`src/rtl/pt8_pkg.sv`:
```
package pt8_pkg;

    localparam int RATE_W = 3;
    localparam int PS_W   = 1 << RATE_W;
    localparam int CFG_W  = RATE_W + 3;

    localparam logic [1:0] A_COUNT = 2'd0;
    localparam logic [1:0] A_CFG   = 2'd1;
    localparam logic [1:0] A_CTRL  = 2'd2;

    typedef struct packed {
        logic              ext_sel;
        logic              fall_edge;
        logic              bypass;
        logic [RATE_W-1:0] rate;
    } pt8_cfg_t;

    localparam pt8_cfg_t CFG_RESET = '{ext_sel: 1'b1, fall_edge: 1'b1,
                                       bypass: 1'b1, rate: '1};

    typedef enum logic [1:0] {
        ST_RUN    = 2'd0,
        ST_SKIP_A = 2'd1,
        ST_SKIP_B = 2'd2
    } pt8_gate_e;

endpackage

```
`src/rtl/pt8_event_src.sv`:
```
module pt8_event_src #(
    parameter int TICK_DIV = 4
) (
    input  logic clk,
    input  logic rst_n,
    input  logic pin,
    input  logic ext_sel,
    input  logic fall_edge,
    output logic src_evt
);

    logic sync_a, sync_b, sync_c;
    logic edge_hit;
    logic tick;

    always_ff @(posedge clk or negedge rst_n) begin
        if (!rst_n) begin
            sync_a <= 1'b0;
            sync_b <= 1'b0;
            sync_c <= 1'b0;
        end else begin
            sync_a <= pin;
            sync_b <= sync_a;
            sync_c <= sync_b;
        end
    end

    always_comb begin
        if (fall_edge) edge_hit = sync_c & ~sync_b;
        else           edge_hit = sync_b & ~sync_c;
    end

    generate
        if (TICK_DIV > 1) begin : g_div
            localparam int DIV_W = $clog2(TICK_DIV);
            logic [DIV_W-1:0] div_q;
            always_ff @(posedge clk or negedge rst_n) begin
                if (!rst_n)                          div_q <= '0;
                else if (div_q == DIV_W'(TICK_DIV-1)) div_q <= '0;
                else                                 div_q <= div_q + 1'b1;
            end
            assign tick = (div_q == DIV_W'(TICK_DIV-1));
        end else begin : g_nodiv
            assign tick = 1'b1;
        end
    endgenerate

    assign src_evt = ext_sel ? edge_hit : tick;

endmodule

```
`src/rtl/pt8_prescaler.sv`:
```
module pt8_prescaler
    import pt8_pkg::*;
(
    input  logic              clk,
    input  logic              rst_n,
    input  logic              clear,
    input  logic              bypass,
    input  logic [RATE_W-1:0] rate,
    input  logic              src_evt,
    output logic              cnt_evt
);

    logic [PS_W-1:0] ps_q;
    logic [PS_W:0]   span;
    logic [PS_W-1:0] mask;
    logic            carry;

    always_comb begin
        span  = (PS_W+1)'(2) << rate;
        mask  = PS_W'(span - 1'b1);
        carry = src_evt && ((ps_q | ~mask) == '1);
    end

    always_ff @(posedge clk or negedge rst_n) begin
        if (!rst_n)                  ps_q <= '0;
        else if (clear)              ps_q <= '0;
        else if (src_evt && !bypass) ps_q <= ps_q + 1'b1;
    end

    assign cnt_evt = bypass ? src_evt : carry;

endmodule

```
`src/rtl/pt8_counter.sv`:
```
module pt8_counter
    import pt8_pkg::*;
#(
    parameter int CNT_W = 8
) (
    input  logic             clk,
    input  logic             rst_n,
    input  logic             evt,
    input  logic             load,
    input  logic [CNT_W-1:0] load_val,
    input  logic             flag_wr,
    input  logic             flag_wval,
    output logic [CNT_W-1:0] count,
    output logic             inc,
    output logic             flag
);

    pt8_gate_e state_q, state_d;
    logic      wrap;

    always_ff @(posedge clk or negedge rst_n) begin
        if (!rst_n) state_q <= ST_RUN;
        else        state_q <= state_d;
    end

    always_comb begin
        state_d = state_q;
        if (load) begin
            state_d = ST_SKIP_A;
        end else begin
            unique case (state_q)
                ST_RUN:    state_d = ST_RUN;
                ST_SKIP_A: if (evt) state_d = ST_SKIP_B;
                ST_SKIP_B: if (evt) state_d = ST_RUN;
                default:   state_d = ST_RUN;
            endcase
        end
    end

    always_comb begin
        inc  = 1'b0;
        unique case (state_q)
            ST_RUN:    inc = evt && !load;
            ST_SKIP_A: inc = 1'b0;
            ST_SKIP_B: inc = 1'b0;
            default:   inc = 1'b0;
        endcase
        wrap = inc && (count == '1);
    end

    always_ff @(posedge clk or negedge rst_n) begin
        if (!rst_n)   count <= '0;
        else if (load) count <= load_val;
        else if (inc)  count <= count + 1'b1;
    end

    always_ff @(posedge clk or negedge rst_n) begin
        if (!rst_n)       flag <= 1'b0;
        else if (wrap)    flag <= 1'b1;
        else if (flag_wr) flag <= flag_wval;
    end

endmodule

```
`src/rtl/pt8_timer.sv`:
```
module pt8_timer
    import pt8_pkg::*;
#(
    parameter int CNT_W    = 8,
    parameter int TICK_DIV = 4
) (
    input  logic             clk,
    input  logic             rst_n,
    input  logic             ext_clk_pin,
    input  logic             bus_wr,
    input  logic [1:0]       bus_addr,
    input  logic [CNT_W-1:0] bus_wdata,
    output logic [CNT_W-1:0] bus_rdata,
    output logic             irq
);

    pt8_cfg_t         cfg_q;
    logic             en_q;
    logic             flag_q;
    logic             src_evt;
    logic             cnt_evt;
    logic             cnt_inc;
    logic [CNT_W-1:0] cnt_val;
    logic             wr_count, wr_cfg, wr_ctrl;

    assign wr_count = bus_wr && (bus_addr == A_COUNT);
    assign wr_cfg   = bus_wr && (bus_addr == A_CFG);
    assign wr_ctrl  = bus_wr && (bus_addr == A_CTRL);

    always_ff @(posedge clk or negedge rst_n) begin
        if (!rst_n) begin
            cfg_q <= CFG_RESET;
            en_q  <= 1'b0;
        end else begin
            if (wr_cfg)  cfg_q <= pt8_cfg_t'(bus_wdata[CFG_W-1:0]);
            if (wr_ctrl) en_q  <= bus_wdata[1];
        end
    end

    pt8_event_src #(.TICK_DIV(TICK_DIV)) u_src (
        .clk       (clk),
        .rst_n     (rst_n),
        .pin       (ext_clk_pin),
        .ext_sel   (cfg_q.ext_sel),
        .fall_edge (cfg_q.fall_edge),
        .src_evt   (src_evt)
    );

    pt8_prescaler u_ps (
        .clk     (clk),
        .rst_n   (rst_n),
        .clear   (wr_count),
        .bypass  (cfg_q.bypass),
        .rate    (cfg_q.rate),
        .src_evt (src_evt),
        .cnt_evt (cnt_evt)
    );

    pt8_counter #(.CNT_W(CNT_W)) u_cnt (
        .clk       (clk),
        .rst_n     (rst_n),
        .evt       (cnt_evt),
        .load      (wr_count),
        .load_val  (bus_wdata),
        .flag_wr   (wr_ctrl),
        .flag_wval (bus_wdata[0]),
        .count     (cnt_val),
        .inc       (cnt_inc),
        .flag      (flag_q)
    );

    always_comb begin
        unique case (bus_addr)
            A_COUNT: bus_rdata = cnt_val;
            A_CFG:   bus_rdata = CNT_W'(cfg_q);
            A_CTRL:  bus_rdata = CNT_W'({en_q, flag_q});
            default: bus_rdata = '0;
        endcase
    end

    assign irq = flag_q & en_q;

endmodule

```
`config.mk`:
```
export PLATFORM = sky130hd
export DESIGN_NAME = pt8_timer
export DESIGN_NICKNAME = d
export VERILOG_FILES = /design/src/rtl/pt8_pkg.sv /design/src/rtl/pt8_event_src.sv /design/src/rtl/pt8_prescaler.sv /design/src/rtl/pt8_counter.sv /design/src/rtl/pt8_timer.sv
export SDC_FILE = /design/constraint.sdc
export NUM_CORES = 1
export LEC_CHECK = 0
export BUFFER_PORTS_ARGS = -buffer_cell sky130_fd_sc_hd__buf_2
export CORE_MARGIN = 2
export CORE_UTILIZATION = 35
export DETAILED_ROUTE_END_ITERATION = 8
export PLACE_DENSITY_LB_ADDON = 0.2
export RECOVER_POWER = 50
export SYNTH_ARGS = -nofsm -noshare
export SYNTH_HDL_FRONTEND = slang
export SYNTH_SLANG_ARGS = --single-unit
```
`constraint.sdc`:
```
create_clock -name clk -period 3.7 [get_ports clk]
set_input_delay 0.185 -clock clk [delete_from_list [all_inputs] [get_ports clk]]
set_output_delay 0.185 -clock clk [all_outputs]
set_load 0.02 [all_outputs]
```
# Word level (Yosys, flattened, before mapping)
# Index checks and enable logic that the tools add are counted.
[word_totals] mem_bits_ro=0 mem_bits_rw=0 latch_bits=0 register_bits=31 word_cells=65 out_inout_bits=9 in_bits=14 n_memories=0
[classes] n_mul=0 n_shift=1 n_reduce_logical=15 bitwise_logic=7 eq_ne=9 n_lt_le_gt_ge=0 div=0 mux=16 addsub=4
[op_table] cell="$mux W8" count=4
[op_table] cell="$pmux W8 S3" count=1
[op_table] cell="$add A8 B1 Y8 const B" count=2
[op_table] cell="$eq A8 B8 Y1 const B" count=2
[op_table] cell="$mux W2" count=4
[op_table] cell="$not A8 Y8" count=1
[op_table] cell="$or A8 B8 Y8" count=1
[op_table] cell="$shl A2 B3 Y8 const A" count=1
[op_table] cell="$sub A8 B1 Y8 const B" count=1
[op_table] cell="$logic_and A1 B1 Y1" count=7
[op_table] cell="$eq A2 B2 Y1 const B" count=3
[op_table] cell="$mux W1" count=6
[op_table] cell="$ne A3 B1 Y1 const B" count=2
[op_table] cell="$reduce_bool A2 Y1" count=3
[op_table] cell="$eq A2 B1 Y1 const B" count=2
[op_table] cell="$logic_not A2 Y1" count=2
[op_table] cell="$pmux W2 S2" count=1
[op_table] cell="$and A1 B1 Y1" count=3
[op_table] cell="$add A2 B1 Y2 const B" count=1
[op_table] cell="$logic_not A1 Y1" count=2
[op_table] cell="$not A1 Y1" count=2
[op_table] cell="$reduce_and A2 Y1" count=1

# Depth between registers and ports, before layout
# Gate-level depths: netlist (run 1).
[depth] word_depth=11 ltp_mapped=11 ltp_nobuf=10

# Hierarchy
# Synthesis (run 1) repeated with hierarchy kept, for this count alone.
[hier_totals] cells_unflattened=170 area_unflattened_um2=1764.2
[modules_own_cells] mod="pt8_counter" instances=1 seq_area_each_um2=275.3 cells_each=61 area_per_inst_um2=588.1
[modules_own_cells] mod="pt8_prescaler" instances=1 seq_area_each_um2=200.2 cells_each=61 area_per_inst_um2=550.5
[modules_own_cells] mod="pt8_timer" instances=1 seq_area_each_um2=182.7 cells_each=37 area_per_inst_um2=457.9
[modules_own_cells] mod="pt8_event_src" instances=1 seq_area_each_um2=125.1 cells_each=11 area_per_inst_um2=167.7

# Worst setup path after synthesis (run 1)
# No wires, ideal clock.
[synth_path] path_kind="register -> register" startpoint="register cfg_q[2] (netlist bit)" endpoint="register u_cnt.count[1]" t_required_ns=3.574 synth_period_minus_slack_ns=2.563 setup_time_ns=0.126 t_arrival_ns=2.437 path_slack_ns=1.137 path_buffers=1 stages_incl_launch_ff=11 cell_sequence="dfstp_2 > buf_2 > or3_1 > ha_1 > or4b_1 > o2111ai_1 > a211oi_2 > a21oi_4 > nor2_1 > a21oi_1 > a21oi_1"
[synth_between] elab_chain_cells=10
[synth_lines] item="from (decl)" line_no="pt8_timer.sv:17" rtl="pt8_cfg_t cfg_q;"
[synth_lines] item="from (signal assigned)" line_no="pt8_timer.sv:35" rtl="if (wr_cfg) cfg_q <= pt8_cfg_t'(bus_wdata[CFG_W-1:0]);"
[synth_lines] item="$shl A2 B3 Y8" line_no="pt8_prescaler.sv:19" rtl="span = (PS_W+1)'(2) << rate;"
[synth_lines] item="$sub A8 B1 Y8" line_no="pt8_prescaler.sv:20" rtl="mask = PS_W'(span - 1'b1);"
[synth_lines] item="$not A8 Y8" line_no="pt8_prescaler.sv:21" rtl="carry = src_evt && ((ps_q | ~mask) == '1);"
[synth_lines] item="$or A8 B8 Y8" line_no="pt8_prescaler.sv:21"
[synth_lines] item="$eq A8 B8 Y1" line_no="pt8_prescaler.sv:21"
[synth_lines] item="$logic_and A1 B1 Y1" line_no="pt8_prescaler.sv:21"
[synth_lines] item="$mux W1" line_no="pt8_prescaler.sv:30" rtl="assign cnt_evt = bypass ? src_evt : carry;"
[synth_lines] item="$logic_and A1 B1 Y1" line_no="pt8_counter.sv:43" rtl="ST_RUN: inc = evt && !load;"
[synth_lines] item="$mux W1" line_no="pt8_counter.sv:42" rtl="unique case (state_q)"
[synth_lines] item="$reduce_bool A2 Y1 (no line)"
[synth_lines] item="to (signal assigned)" line_no="pt8_counter.sv:53" rtl="else if (load) count <= load_val;"
[synth_lines] item="to (signal assigned)" line_no="pt8_counter.sv:54" rtl="else if (inc) count <= count + 1'b1;"
[synth_lines] item="to (decl)" line_no="pt8_counter.sv:13" rtl="output logic [CNT_W-1:0] count,"
# Every way passes these cells.
# A chain may end at the register's enable or synchronous reset.

# Final worst setup path (run 1)
[layout_path] startpoint="register cfg_q[2] (netlist bit)" endpoint="register u_cnt.count[7]"
# The elaborated chain is that of the path after synthesis.

==> results.toml, run 1 <==
[place]
placer_congestion = 0.779
placement.io_buffers = 22
hpwlAfterDp_um = 2660
dpl.cell_count = 263

[timing]
max_freq_mhz = 376
actual_transition_at_the_worst_max_transition_pin_ns = 1.71
grt_setup_unrepaired = "false"
clock-skew-final_ns = 0.00739
max_slew_margin = -0.137
report.final.slew_viol_count = 32
final_hold_violations = 0
period_needed_ns = 2.66
setup_tns_ns = 0
finalCritPeriodShare = 0.720
setup_viol_count_final = 0

[cts]
cts_tree = "yes"
clkSlewWorstSetupHoldPaths_ns = 0.06
cts-buffers-inserted = 5
insertion_delay_ns = 0.28
clock_tree.buffer_depth = 2
h_tree_depth = 2
clock_sink_count = 31
ctsRootBufferMaster = "sky130_fd_sc_hd__clkbuf_8"
cts.repair_timing.setup_buffer_count = 0

[pwr]
power.density_nw_per_um2 = 593
leakagePower_nw = 0.889
fin_total_pwr_mw = 1.24
worst_ir_drop_vdd_mv = 0.227

[cells_and_area]
post_route_non_filler_standard_cell_count = 273
layout_common_cells = "sky130_fd_sc_hd__nor2_1, sky130_fd_sc_hd__dfrtp_1, sky130_fd_sc_hd__buf_2"
fin_util = 0.416
design.final.nets = 220
layout-drive-gt1-share = 0.251
layout.cells.most_common = "sky130_fd_sc_hd__nor2_1"
syn_to_final_growth_pct = 16.4
antenna-diode-count = 0

[critical_path]
setup.worst_path.start = "cfg_q[2]"
timing.critical_path.arrival_ns = 2.80
crit_path_start_kind = "flip-flop"
worstSetupPathType = "flip-flop to flip-flop"
worst-endpoint-required_ns = 3.84
sort_of_element_at_the_end_of_the_critical_path = "flip-flop"
worstPathMaxFanout = 11
rr_startpoint = "cfg_q[2]"

[routing]
drc_errors = 0
ant_nets = 0
wire_per_inst_um = 13.7
route.final.wire_length_um = 3740
viasPerCell = 4.88
drt_first_iter_violations = 89
router_iterations_before_antenna_repair = 4
vias = 1331

[logic_synthesis]
synth_cells = 179
post_synth_instance_area_um2 = 1790
post_synth_main_area_contributors = "sky130_fd_sc_hd__dfrtp_1, sky130_fd_sc_hd__dfstp_2, sky130_fd_sc_hd__nor2_1"
synth.net_count = 197
register_bit_total_from_synthesis = 31
seq_area_frac_synth = 0.437
synth_edf_count = 0
synth_top_area_cell = "sky130_fd_sc_hd__dfrtp_1"
syn_area_per_cell_um2 = 10.0
synth-async-reset-ratio = 1.00
synth.lib_cells_used.distinct = 46
ys.flop_type = "sky130_fd_sc_hd__dfrtp_1"
yosys_warnings = 0
area_share_of_the_leading_cell_type_in_the_synthesized_netlist = 0.349

[global_route]
grt_use_total = 0.145
first_pass_grt_wire_length_um = 6180
initial_antenna_violation_count = 0
grt_start_max_net_pins = 32
grt-ovfl-total = 0
via_count_of_the_first_global_routing_pass = 1234

[flow_run]
cap_violations = 1

[die]
design.core.area_um2 = 5010
chipHeight_um = 75.6
io_pins = 23
num_rows = 26
die_width_um = 75.6
die-area_um2 = 5710
start_util = 0.358

[worst_hold_path]
timing.hold.worst.start = "bus_wdata[7]"
hp_class = "input port to flip-flop"

[status]
failed_checks = "capacitance limit, slew limit"
outcome = "complete, but fails checks"
## final cells by class
type	instances	area (µm²)
Clock inverter	2	35.0
Inverter	2	7.51
Multi-Input combinational cell	138	962
Tap cell	70	87.6
Clock buffer	6	82.6
Fill cell	519	2920
Timing Repair Buffer	24	128
Sequential cell	31	783
## state kept, by name (all words and copies together), names as in the netlist, 2 cells and up
| signal | count |
|---|---|
| u_cnt.state_q | 2 |
| u_src.g_div.div_q | 2 |
| u_cnt.count | 8 |
| cfg_q | 6 |
| u_ps.ps_q | 8 |
## power breakdown
group	total, mW	internal [mW]	leakage [nW]	switching [mW]
Combinational	0.352	0.160	0.455	0.192
Sequential	0.537	0.426	0.373	0.111
Clock	0.347	0.218	0.0612	0.129
## per-stage QoR
stage               hold slack (ns)  cell area, µm²  setup WS (ns)
floorplan                    -0.111            1790           1.14
global placement              0.278            1950           1.06
detailed placement            0.277            1950           1.04
CTS                           0.107            2090           1.02
global route                  0.130            2090          0.883
finish                        0.115            2090           1.04
## synth_stat cells (all sizes together), types with 2 or more instances
cell type,n
dfrtp,25
and3,2
nor2b,3
mux2,7
nor4,3
nand3,4
o21ai,10
nand4,3
xnor2,8
xor2,6
a311oi,2
inv,2
buf,3
clkbuf,5
a21oi,6
nor3b,2
nand2,17
dfstp,6
nor2,29
nor3,3
nand3b,3
mux2i,8
and2,4
ha,4
## kinds of logic (layout without fill, tap and decap cells)
family | Yosys count | count (layout) | synth area share
AND/OR/NAND/NOR | 78 | 78 | 0.235
flip-flops | 31 | 31 | 0.437
AO/OA/AOI/OAI | 27 | 27 | 0.117
multiplexers | 15 | 15 | 0.0887
XOR/XNOR | 14 | 14 | 0.0684
buffers and inverters | 10 | 34 | 0.0258
adder cells (fa/ha/maj) | 4 | 4 | 0.0279
## routing by layer
| layer | track usage | wire [µm] | up-vias |
|---|---|---|---|
| met5 | 0 | 0 | - |
| met2 | 0.205 | 1580 | 23 |
| met4 | 0.0409 | 18 | 0 |
| met1 | 0.223 | 2020 | 634 |
| met3 | 0.0317 | 114 | 2 |
| li1 | - | - | 672 |
## path summary, 6_finish.rpt
kind	endpoint	depth (start not counted)	slack [ns]
max	u_cnt.count[7]	9	1.04
min	u_cnt.count[7]	3	0.12
max reg2reg	u_cnt.count[7]	9	1.04
min reg2reg	u_src.sync_b	0	0.35
max in group asynchronous	u_ps.ps_q[7]	2	1.82
min in group asynchronous	u_cnt.count[6]	2	0.89
## timing repair
action	in CTS	in global routing
gates resized for setup	0	0
hold endpoints to repair	26	0
hold buffers	2	0
## critical path, stage by stage (launching register included)
cell	delay, ns
sky130_fd_sc_hd__dfstp_2	0.42
sky130_fd_sc_hd__or3_1	0.38
sky130_fd_sc_hd__ha_1	0.26
sky130_fd_sc_hd__or4b_1	0.53
sky130_fd_sc_hd__o2111ai_1	0.13
sky130_fd_sc_hd__a211oi_2	0.13
sky130_fd_sc_hd__a21oi_4	0.30
sky130_fd_sc_hd__nor4_1	0.12
sky130_fd_sc_hd__xnor2_1	0.17
sky130_fd_sc_hd__o21ai_1	0.07
No activity file was read; power rests on OpenSTA's default activity.
==> run 2, diff against run 1 <==
- clock period: 3.7 -> 2.39 ns (I/O delays scaled with it)
==> run 2 against run 1 <==
  * The run ends with capacitance limit, slew limit, setup timing left
  * Count of clock-buffer cells in the layout is the same
  * Fmax increased by 9.8%
  * Sequential cell count stayed put
  * Power grew 66%
  * Hold slack got worse by 0.077 ns
  * Critical path type unchanged
  * Largest power group unchanged
  * Highest routed layer unchanged
==> results.toml, run 2 (same netlist as run 1, synthesis figures left out) <==
[timing]
period_needed_ns = 2.42
max_freq_mhz = 412
report.final.slew_viol_count = 32
setup_viol_count_final = 7
actual_transition_at_the_worst_max_transition_pin_ns = 1.73
finalCritPeriodShare = 1.01
final.hold.worst_slack_ns = 0.0387
max_slew_margin = -0.153
timing.final.ws_setup_ns = -0.0344
final_hold_violations = 0
grt_setup_unrepaired = "true"
clock-skew-final_ns = 0.00853

[cts]
clock_sink_count = 31
cts.repair_timing.setup_buffer_count = 0
clkSlewWorstSetupHoldPaths_ns = 0.07
cts-buffers-inserted = 5
clock_tree.buffer_depth = 2
cts_tree = "yes"
insertion_delay_ns = 0.29
h_tree_depth = 2
ctsRootBufferMaster = "sky130_fd_sc_hd__clkbuf_8"

[critical_path]
worstSetupPathType = "flip-flop to flip-flop"
cpMaxStageDelayCell = "sky130_fd_sc_hd__or4b_4"
rr_startpoint = "cfg_q[1]"
worstPathMaxFanout = 10
rr_worst_depth = 10
timing.critical_path.max_delay_family = "simple AND/OR/NAND/NOR gates"
setup.worst_path.start = "cfg_q[1]"
path_cells = "or3_4 > ha_4 > or4b_4 > o2111ai_2 > a211oi_2 > a21oi_4 > buf_12 > nor4_2 > xnor2_1 > o21ai_1"
cp_num_cells = 10
max_stage_delay_ns = 0.51
regToRegEndpoint = "u_cnt.count[6]"
r2r_slack_ns = -0.03
crit_path_start_kind = "flip-flop"
critical_path.n_buffers_inverters = 1
sort_of_element_at_the_end_of_the_critical_path = "flip-flop"
timing.critical_path.arrival_ns = 2.57
worst-endpoint-required_ns = 2.54

[worst_hold_path]
hp_class = "input port to flip-flop"
min_delay_path_depth = 3
timing.hold.worst.start = "bus_wdata[6]"
whs_endpoint = "u_cnt.count[6]"

[die]
num_rows = 26
io_pins = 23
chipHeight_um = 75.6
die-area_um2 = 5710
design.core.area_um2 = 5010
start_util = 0.358
die_width_um = 75.6

[global_route]
initial_antenna_violation_count = 0
grtUsageMet3 = 0.0529
via_count_of_the_first_global_routing_pass = 1356
grt-ovfl-total = 0
grt_start_max_net_pins = 32
grt_use_total = 0.152
grt_use_met1 = 0.222
first_pass_grt_wire_length_um = 6350
routing_layer_with_the_top_usage_in_global_route = "met1"
gr-usage-met2 = 0.214

[cells_and_area]
post-route-cell-area_um2 = 2250
layout.cells.most_common = "sky130_fd_sc_hd__nor2_1"
antenna-diode-count = 0
syn_to_final_growth_pct = 25.8
layout-drive-gt1-share = 0.343
design.final.nets = 230
fin_util = 0.450
largest_registers = "u_cnt.count (8), u_ps.ps_q (8), cfg_q (6)"
layout_common_cells = "sky130_fd_sc_hd__nor2_1, sky130_fd_sc_hd__dfrtp_1, sky130_fd_sc_hd__buf_2"

[pwr]
leakagePower_nw = 0.955
clkPwrFrac = 0.261
worst_ir_drop_vdd_mv = 0.424
power.density_nw_per_um2 = 909
intPower_mw = 1.33
combPwrFrac = 0.341
p_switching_mw = 0.719
share_seq_of_total_power = 0.398
power_switching_share = 0.351

[routing]
route.final.wire_length_um = 3810
vias = 1363
drc_errors = 0
wire_per_inst_um = 13.5
ant_nets = 0
viasPerCell = 4.82
router_iterations_before_antenna_repair = 4
drt_first_iter_violations = 78

[flow_run]
cap_violations = 1

[place]
placement.io_buffers = 22
dpl_cell_area_um2 = 2060
hpwlAfterDp_um = 2680
placer_congestion = 0.789

[status]
outcome = "complete, but fails checks"
failed_checks = "capacitance limit, slew limit, setup timing"
run 2: changes by cell type in the layout (fill, tap and decap cells not counted), sizes merged:
| cell | before | now |
|---|---|---|
| buf | 20 | 31 |
| clkbuf | 8 | 7 |
run 2: layout make-up:
class                   instances  area (µm²)
clock buffers                   6        82.6
clock inverters                 2        35.0
fillers                       499        2760
inverters                       2        7.51
multi-input cells             138        1040
flip-flops and latches         31         783
well taps                      70        87.6
repair buffers                 34         216
run 2: worst max-delay path by stage:
stage	slack, ns	end
floorplan	-0.11	u_cnt.count[2]
global placement	-0.07	u_cnt.count[5]
detailed placement	-0.05	u_cnt.count[3]
CTS	-0.04	u_cnt.count[2]
global route	-0.13	u_cnt.count[2]
finish	-0.03	u_cnt.count[6]
run 2: metrics by stage:
stage	setup slack, ns	total power [mW]	TNS (ns)	cells
after floorplan	-0.109	1.26	-0.742	179
after global placement	-0.0704	1.46	-0.466	273
after detailed placement	-0.0465	1.46	-0.261	273
after CTS	-0.0378	2.01	-0.191	283
after global routing	-0.133	2.20	-1.05	283
final	-0.0344	2.05	-0.142	283
run 2: power groups by stage:
stage / Combinational [mW] / Clock, mW / Sequential (mW)
CTS: 0.653 / 0.550 / 0.811
global route: 0.782 / 0.583 / 0.839
detailed placement: 0.639 / 0 / 0.820
finish: 0.700 / 0.534 / 0.816
floorplan: 0.490 / 0 / 0.766
global placement: 0.638 / 0 / 0.821
run 2: per-layer routing:
| metal | routed length (µm) | part of all wire |
|---|---|---|
| met3 | 202 | 0.053 |
| met4 | 42 | 0.011 |
| met1 | 1960 | 0.51 |
| met5 | 0 | 0 |
| met2 | 1610 | 0.42 |
run 2: worst reg2reg max path, delay by kind of cell, from the launching register on:
family / cells / cell delay, ns
flops: 1 / 0.38
simple gates: 3 / 0.95
compound gates: 4 / 0.47
fa+ha+maj: 1 / 0.18
xor+xnor: 1 / 0.16
buf+inv: 1 / 0.14
run 2: timing repair:
| action | CTS | global route |
|---|---|---|
| setup endpoints to repair | 9 | 10 |
| hold buffers | 2 | 0 |
| resized for setup | 2 | 8 |
| pin swaps | 5 | 4 |
| hold endpoints to repair | 26 | 0 |
